[src/rtl/asnet_pkg.sv]
package asnet_pkg;

    typedef enum logic [1:0] {
        ST_IDLE = 2'd0,
        ST_RD   = 2'd1,
        ST_WT   = 2'd2,
        ST_RESP = 2'd3
    } walk_st_e;

    typedef enum logic [1:0] {
        FLT_NONE = 2'd0,
        FLT_ASID = 2'd1,
        FLT_NNID = 2'd2
    } walk_fault_e;

    // read steps of one walk
    localparam logic [1:0] STEP_ARR = 2'd0;
    localparam logic [1:0] STEP_CNT = 2'd1;
    localparam logic [1:0] STEP_QUE = 2'd2;
    localparam logic [1:0] STEP_CFG = 2'd3;

endpackage

[src/rtl/asnet_bound_chk.sv]
module asnet_bound_chk #(
    parameter int W = 8
) (
    input  logic [W-1:0] idx,
    input  logic [W-1:0] limit,
    output logic         in_range
);
    assign in_range = (idx < limit);
endmodule

[src/rtl/asnet_addr_gen.sv]
module asnet_addr_gen
    import asnet_pkg::*;
#(
    parameter int AW         = 32,
    parameter int IDW        = 8,
    parameter int WORD_BYTES = 4
) (
    input  logic [AW-1:0]  tbl_base,
    input  logic [IDW-1:0] asid,
    input  logic [IDW-1:0] nnid,
    input  logic [AW-1:0]  arr_ptr,
    input  logic [1:0]     step,
    output logic [AW-1:0]  addr
);
    localparam int ENTRY_BYTES = 3 * WORD_BYTES;

    logic [AW-1:0] entry_base;
    logic [AW-1:0] entry_word;
    logic [AW-1:0] net_word;

    always_comb begin
        entry_base = tbl_base + AW'(AW'(asid) * AW'(ENTRY_BYTES));
        entry_word = entry_base + AW'(AW'(step) * AW'(WORD_BYTES));
        net_word   = arr_ptr + AW'(AW'(nnid) * AW'(WORD_BYTES));
        addr       = (step == STEP_CFG) ? net_word : entry_word;
    end
endmodule

[src/rtl/asnet_walker.sv]
module asnet_walker
    import asnet_pkg::*;
#(
    parameter int AW         = 32,
    parameter int IDW        = 8,
    parameter int WORD_BYTES = 4
) (
    input  logic           clk,
    input  logic           rst_n,
    input  logic [AW-1:0]  cfg_tbl_base,
    input  logic [IDW-1:0] cfg_num_as,
    input  logic           req_valid,
    output logic           req_ready,
    input  logic [IDW-1:0] req_asid,
    input  logic [IDW-1:0] req_nnid,
    output logic           rsp_valid,
    input  logic           rsp_ready,
    output logic [1:0]     rsp_fault,
    output logic [AW-1:0]  rsp_cfg_ptr,
    output logic [AW-1:0]  rsp_queue_ptr,
    output logic           mem_req_valid,
    input  logic           mem_req_ready,
    output logic [AW-1:0]  mem_req_addr,
    input  logic           mem_rsp_valid,
    input  logic [AW-1:0]  mem_rsp_data
);
    typedef struct packed {
        walk_st_e     st;
        logic [1:0]   step;
        logic [IDW-1:0] asid;
        logic [IDW-1:0] nnid;
        logic [AW-1:0]  arr_ptr;
        logic [AW-1:0]  cnt;
        logic [AW-1:0]  q_ptr;
        logic [AW-1:0]  cfg_ptr;
        walk_fault_e  fault;
    } walk_s;

    walk_s s_d, s_q;

    logic asid_ok;
    logic nnid_ok;
    logic [AW-1:0] rd_addr;

    asnet_bound_chk #(.W(IDW)) u_asid_chk (
        .idx      (req_asid),
        .limit    (cfg_num_as),
        .in_range (asid_ok)
    );

    asnet_bound_chk #(.W(AW)) u_nnid_chk (
        .idx      (AW'(s_q.nnid)),
        .limit    (s_q.cnt),
        .in_range (nnid_ok)
    );

    asnet_addr_gen #(
        .AW         (AW),
        .IDW        (IDW),
        .WORD_BYTES (WORD_BYTES)
    ) u_addr (
        .tbl_base (cfg_tbl_base),
        .asid     (s_q.asid),
        .nnid     (s_q.nnid),
        .arr_ptr  (s_q.arr_ptr),
        .step     (s_q.step),
        .addr     (rd_addr)
    );

    always_comb begin
        s_d = s_q;
        unique case (s_q.st)
            ST_IDLE: begin
                if (req_valid) begin
                    s_d.asid    = req_asid;
                    s_d.nnid    = req_nnid;
                    s_d.step    = STEP_ARR;
                    s_d.arr_ptr = '0;
                    s_d.cnt     = '0;
                    s_d.q_ptr   = '0;
                    s_d.cfg_ptr = '0;
                    if (asid_ok) begin
                        s_d.fault = FLT_NONE;
                        s_d.st    = ST_RD;
                    end else begin
                        s_d.fault = FLT_ASID;
                        s_d.st    = ST_RESP;
                    end
                end
            end
            ST_RD: begin
                if (mem_req_ready) begin
                    s_d.st = ST_WT;
                end
            end
            ST_WT: begin
                if (mem_rsp_valid) begin
                    unique case (s_q.step)
                        STEP_ARR: begin
                            s_d.arr_ptr = mem_rsp_data;
                            s_d.step    = STEP_CNT;
                            s_d.st      = ST_RD;
                        end
                        STEP_CNT: begin
                            s_d.cnt  = mem_rsp_data;
                            s_d.step = STEP_QUE;
                            s_d.st   = ST_RD;
                        end
                        STEP_QUE: begin
                            if (nnid_ok) begin
                                s_d.q_ptr = mem_rsp_data;
                                s_d.step  = STEP_CFG;
                                s_d.st    = ST_RD;
                            end else begin
                                s_d.fault = FLT_NNID;
                                s_d.st    = ST_RESP;
                            end
                        end
                        default: begin
                            s_d.cfg_ptr = mem_rsp_data;
                            s_d.st      = ST_RESP;
                        end
                    endcase
                end
            end
            default: begin
                if (rsp_ready) begin
                    s_d.st = ST_IDLE;
                end
            end
        endcase
    end

    always_ff @(posedge clk or negedge rst_n) begin
        if (!rst_n) begin
            s_q <= '{st: ST_IDLE, step: STEP_ARR, asid: '0, nnid: '0,
                     arr_ptr: '0, cnt: '0, q_ptr: '0, cfg_ptr: '0,
                     fault: FLT_NONE};
        end else begin
            s_q <= s_d;
        end
    end

    assign req_ready     = (s_q.st == ST_IDLE);
    assign mem_req_valid = (s_q.st == ST_RD);
    assign mem_req_addr  = rd_addr;
    assign rsp_valid     = (s_q.st == ST_RESP);
    assign rsp_fault     = s_q.fault;
    assign rsp_cfg_ptr   = s_q.cfg_ptr;
    assign rsp_queue_ptr = s_q.q_ptr;

endmodule

[config.mk]
export PLATFORM = sky130hd
export DESIGN_NAME = asnet_walker
export DESIGN_NICKNAME = d
export VERILOG_FILES = /design/src/rtl/asnet_pkg.sv /design/src/rtl/asnet_bound_chk.sv /design/src/rtl/asnet_addr_gen.sv /design/src/rtl/asnet_walker.sv
export SDC_FILE = /design/constraint.sdc
export NUM_CORES = 1
export LEC_CHECK = 0
export ABC_CLOCK_PERIOD_IN_PS = 4900
export BUFFER_PORTS_ARGS = -buffer_cell sky130_fd_sc_hd__buf_2
export CAP_MARGIN = 20
export CORE_ASPECT_RATIO = 1.4
export CORE_MARGIN = 4
export CORE_UTILIZATION = 55
export DETAILED_ROUTE_END_ITERATION = 10
export GPL_TIMING_DRIVEN = 0
export PLACE_DENSITY = 0.76
export SYNTH_ARGS = -nofsm -noshare
export SYNTH_HDL_FRONTEND = slang
export SYNTH_SLANG_ARGS = --single-unit
[constraint.sdc]
create_clock -name clk -period 4.9 [get_ports clk]
set_input_delay 0.49 -clock clk [delete_from_list [all_inputs] [get_ports clk]]
set_output_delay 0.49 -clock clk [all_outputs]
set_load 0.02 [all_outputs]
Yosys cells after proc, flatten, opt, wreduce, memory -nomap -nowiden
Cells that the tools add are included.
{"block": "op_classes", "div_mod_pow": 0, "shifts": 0, "mul": 1, "add_sub_neg": 3, "bitwise_logic": 0, "n_eq_ne": 17, "n_reduce_logical": 14, "n_lt_le_gt_ge": 2, "mux": 22}
{"cell": "$pmux 130 s2", "count": 1}
{"cell": "$mux 32", "count": 6}
{"cell": "$mux 150", "count": 1}
{"cell": "$mux 130", "count": 1}
{"cell": "$add 32x10->32", "count": 1}
{"cell": "$add 32x12->32", "count": 1}
{"cell": "$add 32x4->32", "count": 1}
{"cell": "$lt 8x32->1", "count": 1}
{"cell": "$reduce_and 4->1", "count": 4}
{"cell": "$reduce_and 5->1", "count": 3}
{"cell": "$mux 2", "count": 7}
{"cell": "$pmux 2 s3", "count": 2}
{"cell": "$mul 8x2->10 const B", "count": 1}
{"cell": "$ne 2x2->1 const B", "count": 5}
{"cell": "$eq 2x2->1 const B", "count": 4}
{"cell": "$lt 8x8->1", "count": 1}
{"cell": "$ne 2x1->1 const B", "count": 4}
{"cell": "$pmux 2 s2", "count": 2}
{"cell": "$eq 2x1->1 const B", "count": 2}
{"cell": "$logic_not 2->1", "count": 2}
{"cell": "$mux 4", "count": 1}
{"cell": "$ne 4x1->1 const B", "count": 1}
{"cell": "$reduce_bool 4->1", "count": 1}
{"cell": "$ne 3x3->1 const B", "count": 1}
{"cell": "other kinds (5)", "count": 5}
{"block": "word_totals", "latchBits": 0, "ram_bits": 0, "mem_count": 0, "word_cells": 68, "register_bits": 150, "inputBits": 94, "romBits": 0}

Depth between registers and ports, before layout
{"block": "depth", "depth_word": 5, "depth_mapped": 19, "ltp_nobuf": 17}

Modules after synthesis
From an unflattened synthesis, not the netlist that was laid out.
{"block": "hier_totals", "hier_cells": 931, "hier_area_um2": 9942.0}
{"module": "asnet_walker", "seq_area_each_um2": 3753.6, "n_inst": 1, "area_per_inst_um2": 6583.8, "cells_each": 467}
{"module": "asnet_addr_gen", "seq_area_each_um2": 0.0, "n_inst": 1, "area_per_inst_um2": 2383.5, "cells_each": 329}
{"module": "asnet_bound_chk at u_nnid_chk", "seq_area_each_um2": 0.0, "n_inst": 1, "area_per_inst_um2": 798.3, "cells_each": 110}
{"module": "asnet_bound_chk at u_asid_chk", "seq_area_each_um2": 0.0, "n_inst": 1, "area_per_inst_um2": 176.4, "cells_each": 25}

Worst setup path after synthesis
OpenSTA, ideal clock, no wires.
{"block": "synth_path", "path_kind": "register -> output", "startpoint": "register s_q[139] in the netlist's numbering", "endpoint": "output mem_req_addr[20]", "arrival_time_ns": 3.550, "path_stages_with_launch": 18, "n_path_buf": 0, "path_slack_ns": 0.860, "path_cell_list": "dfrtp_1 -> ha_1 -> inv_1 -> fa_1 -> inv_1 -> a21o_1 -> a21oi_1 -> o21bai_1 -> a21o_1 -> a21o_1 -> ha_1 -> ha_1 -> a21o_1 -> a21oi_1 -> o22a_1 -> a21boi_0 -> xnor2_1 -> mux2i_1"}
{"block": "synth_via", "elab_chain_len": 4}
{"item": "from (decl)", "line_no": "asnet_walker.sv:39", "source": "walk_s s_d, s_q;"}
{"item": "from (signal assigned)", "line_no": "asnet_walker.sv:136", "source": "s_q <= '{st: ST_IDLE, step: STEP_ARR, asid: '0, nnid: '0,"}
{"item": "$mul 8x2->10", "line_no": "asnet_addr_gen.sv:22", "source": "entry_base = tbl_base + AW'(AW'(asid) * AW'(ENTRY_BYTES));"}
{"item": "$add 32x12->32", "line_no": "asnet_addr_gen.sv:22"}
{"item": "$add 32x4->32", "line_no": "asnet_addr_gen.sv:23", "source": "entry_word = entry_base + AW'(AW'(step) * AW'(WORD_BYTES));"}
{"item": "$mux 32", "line_no": "asnet_addr_gen.sv:25", "source": "addr = (step == STEP_CFG) ? net_word : entry_word;"}
{"item": "to (decl)", "line_no": "asnet_walker.sv:23", "source": "output logic [AW-1:0] mem_req_addr,"}
Every way passes these cells.

Final worst setup path
{"block": "layout_path", "startpoint": "register s_q[139] in the netlist's numbering", "endpoint": "output mem_req_addr[19]"}
Same word-level chain as after synthesis.

==> impl_metrics.toml <==
[timing]
fin_ws_ns = 0.196
finalHoldViolations = 0
setup_viol = 0
fin_crit_sh = 0.960
fin_setup_tns_ns = 0
finalClockSkew_ns = 0.0127
worst_slew_pin_slew_ns = 0.747
fmax_ghz = 0.213
slew_headroom = 0.502
whs_ns = 0.0757
post-route-min-period_ns = 4.70
slew_violations = 0

[setup_path]
cp.required_ns = 4.41
r2r_setup_slack_ns = 2.32
rr_worst_depth = 10
cp_data_arrival_time_ns = 4.21
critPathMaxFanout = 10
rr_startpoint = "s_q[148]"
endpoint_kind = "output pin"
reg2reg_to = "rsp_cfg_ptr[1]"
setup.worst_path.start = "s_q[139]"
critical_path_class = "reg -> out"
start_kind = "flop"

[global_route]
grt_max_degree = 79
grtUsageTotal = 0.266
grt_overflow_total = 0
grt_first_pass_wirelength_um = 41000
antenna_found_initial = 0
first_global_vias = 8331

[cells_and_area]
syn2layout_area_growth_pct = 20.3
register_area_um2 = 3750
drive_gt1_frac = 0.279
diodes = 0
finalInstanceArea_um2 = 11200
multi_input_area_um2 = 4710
fill_cells = 1371
fin_util = 0.671
final_nets = 1411

[placed_design]
placement.io_buffers = 194
dpl_cell_area_um2 = 10600
dp_hpwl_um = 19700
dpl_worst_slack_ns = 0.503
gp_congestion = 0.891

[floorplan]
core_um2 = 16700
rows = 56
io_pins = 195
die-area_um2 = 19200
die_w_um = 118
die_y_um = 162
start_util = 0.558

[routing]
postRouteAntennaNets = 0
drtPass1Iterations = 6
via_count = 8192
routed_wl_um = 25500
drc_errors = 0
drt-initial-drc-count = 498
avgViaCountPerCell = 5.57
wl_per_cell_um = 17.4

[logic_synthesis]
syn-cell-area_um2 = 9350
synth-async-reset-ratio = 1.00
ys_ff_latch = 150
synth_cell_type_count = 64
syn_inst = 1039
synth_ff_type = "dfrtp_1"
ys_seq_area_frac = 0.402
yosysWarnings = 0
syn_avg_cell_area_um2 = 9.00
synth-edff-count = 0
syn-num-nets = 1196

[cts]
path_clk_slew_ns = 0.07
root_buffer = "clkbuf_16"
cts_tree = "done"
insertion_delay_ns = 0.42
htreeDepth = 4
clock_path_buffers = 2
clock_sinks = 150
cts_buffers = 17

[power]
ir_drop_mv = 0.510
power_density_nw_per_um2 = 848
leakagePower_nw = 5.35

[min_path]
min_path_type = "in -> async"

[status]
outcome = "completed"

[job]
drv_cap = 0
-- layer usage --
| metal | vias up | GRT usage | routed length [um] |
|---|---|---|---|
| li1 | 3968 | - | - |
| met1 | 3921 | 0.326 | 10600 |
| met2 | 257 | 0.470 | 13000 |
| met3 | 46 | 0.0456 | 1190 |
| met4 | 0 | 0.0971 | 725 |
| met5 | - | 0 | 0 |
-- stage by stage --
| step | total power, mW | instances |
|---|---|---|
| floorplan | 6.30 | 1039 |
| global placement | 7.95 | 1436 |
| detailed placement | 8.07 | 1437 |
| CTS | 9.44 | 1469 |
| global route | 10.2 | 1470 |
| finish | 9.53 | 1470 |
-- synthesized netlist by cell type (all sizes together) (2+ instances only) --
library cell | n | area (um^2)
o211a | 2 | 20.0
nor2b | 3 | 18.8
nor4 | 12 | 93.8
nand3 | 50 | 265
buf | 83 | 592
a21oi | 31 | 155
dfrtp | 150 | 3750
xor2 | 8 | 70.1
ha | 58 | 726
a2bb2oi | 2 | 23.8
o2111ai | 2 | 17.5
nand4 | 6 | 43.8
o211ai | 34 | 260
a211o | 2 | 17.5
o21a | 3 | 22.5
nor3b | 3 | 27.5
a21o | 11 | 82.6
or2 | 2 | 12.5
mux2 | 18 | 203
o21ai | 120 | 608
a31oi | 4 | 25.0
mux2i | 20 | 200
nand2 | 188 | 706
a21boi | 3 | 22.5
fa | 5 | 100
nand2b | 8 | 50.1
a311oi | 4 | 35.0
a211oi | 8 | 65.1
xnor2 | 48 | 420
nor3 | 9 | 45.0
inv | 53 | 199
clkbuf | 32 | 120
and3 | 4 | 25.0
nor4b | 3 | 38.8
o22ai | 2 | 12.5
and4 | 3 | 26.3
nor2 | 27 | 101
o21bai | 3 | 22.5
or3 | 3 | 18.8
nand3b | 2 | 15.0
-- cell type report --
type,instances,area share
Buffer,115,0.0633
Clock buffer,17,0.0378
Clock inverter,15,0.0157
Inverter,53,0.0177
Multi-Input combinational cell,721,0.419
Sequential cell,150,0.334
Tap cell,203,0.0226
Timing Repair Buffer,196,0.0900
-- state kept, by name (all words and copies together) (netlist names) --
register,cells
rsp_cfg_ptr,32
rsp_fault,2
rsp_queue_ptr,32
s_q,84
-- worst max path at each step --
stage	end	slack, ns	depth (start not counted)
after CTS	mem_req_addr[18]	0.03	18
after global placement	mem_req_addr[18]	0.53	18
after floorplan	mem_req_addr[20]	0.86	17
final	mem_req_addr[19]	0.20	17
after detailed placement	mem_req_addr[18]	0.50	18
after global routing	mem_req_addr[29]	-0.01	20
-- worst max-delay path: stages (launching register included) --
cell and delay [ns]:
dfrtp_1 0.42, ha_1 0.31, a21o_1 0.19, a21oi_2 0.19, o21ai_1 0.14, o41ai_2 0.34
xnor2_1 0.17, ha_1 0.26, ha_1 0.27, buf_2 0.18, a21o_1 0.15, nor3_1 0.05
a31o_1 0.22, buf_6 0.14, nor4b_2 0.28, xnor2_1 0.10, mux2i_1 0.19, buf_2 0.21
-- cell families after synthesis --
group,share of synthesized area
compound gates,0.156
xor+xnor,0.0525
fa+ha+maj,0.0883
buf+inv,0.0974
flops,0.402
mux,0.0431
simple gates,0.162
-- what timing repair did --
action / 4_1_cts / 5_1_grt
buffers inserted: 0 / 1
hold buffers: 0 / 0
resized for setup: 0 / 7
setup endpoints to repair: 0 / 11
-- layout by cell type (no fill, tap or decap), types with 11 or more instances in the layout --
master,synthesis,routed
clkbuf_16,0,17
clkbuf_1,32,32
o21ai_1,11,12
xnor2_1,48,48
buf_2,14,207
nand3_1,47,47
nand2_1,188,188
buf_4,68,69
inv_1,52,52
a21o_1,11,11
dfrtp_1,150,150
a21oi_1,31,27
nor2_1,27,27
ha_1,58,57
o21ai_0,107,106
mux2i_1,20,20
mux2_2,18,18
o211ai_1,33,33
-- report_power, final --
group	internal [mW]	total, mW	switching [mW]	leakage [nW]
sequential	1.73	2.16	0.431	2.02
combinational	2.25	6.04	3.79	3.03
clock	0.735	1.33	0.597	0.295
total	4.71	9.53	4.82	5.35
(Power assumes the default switching activity.)
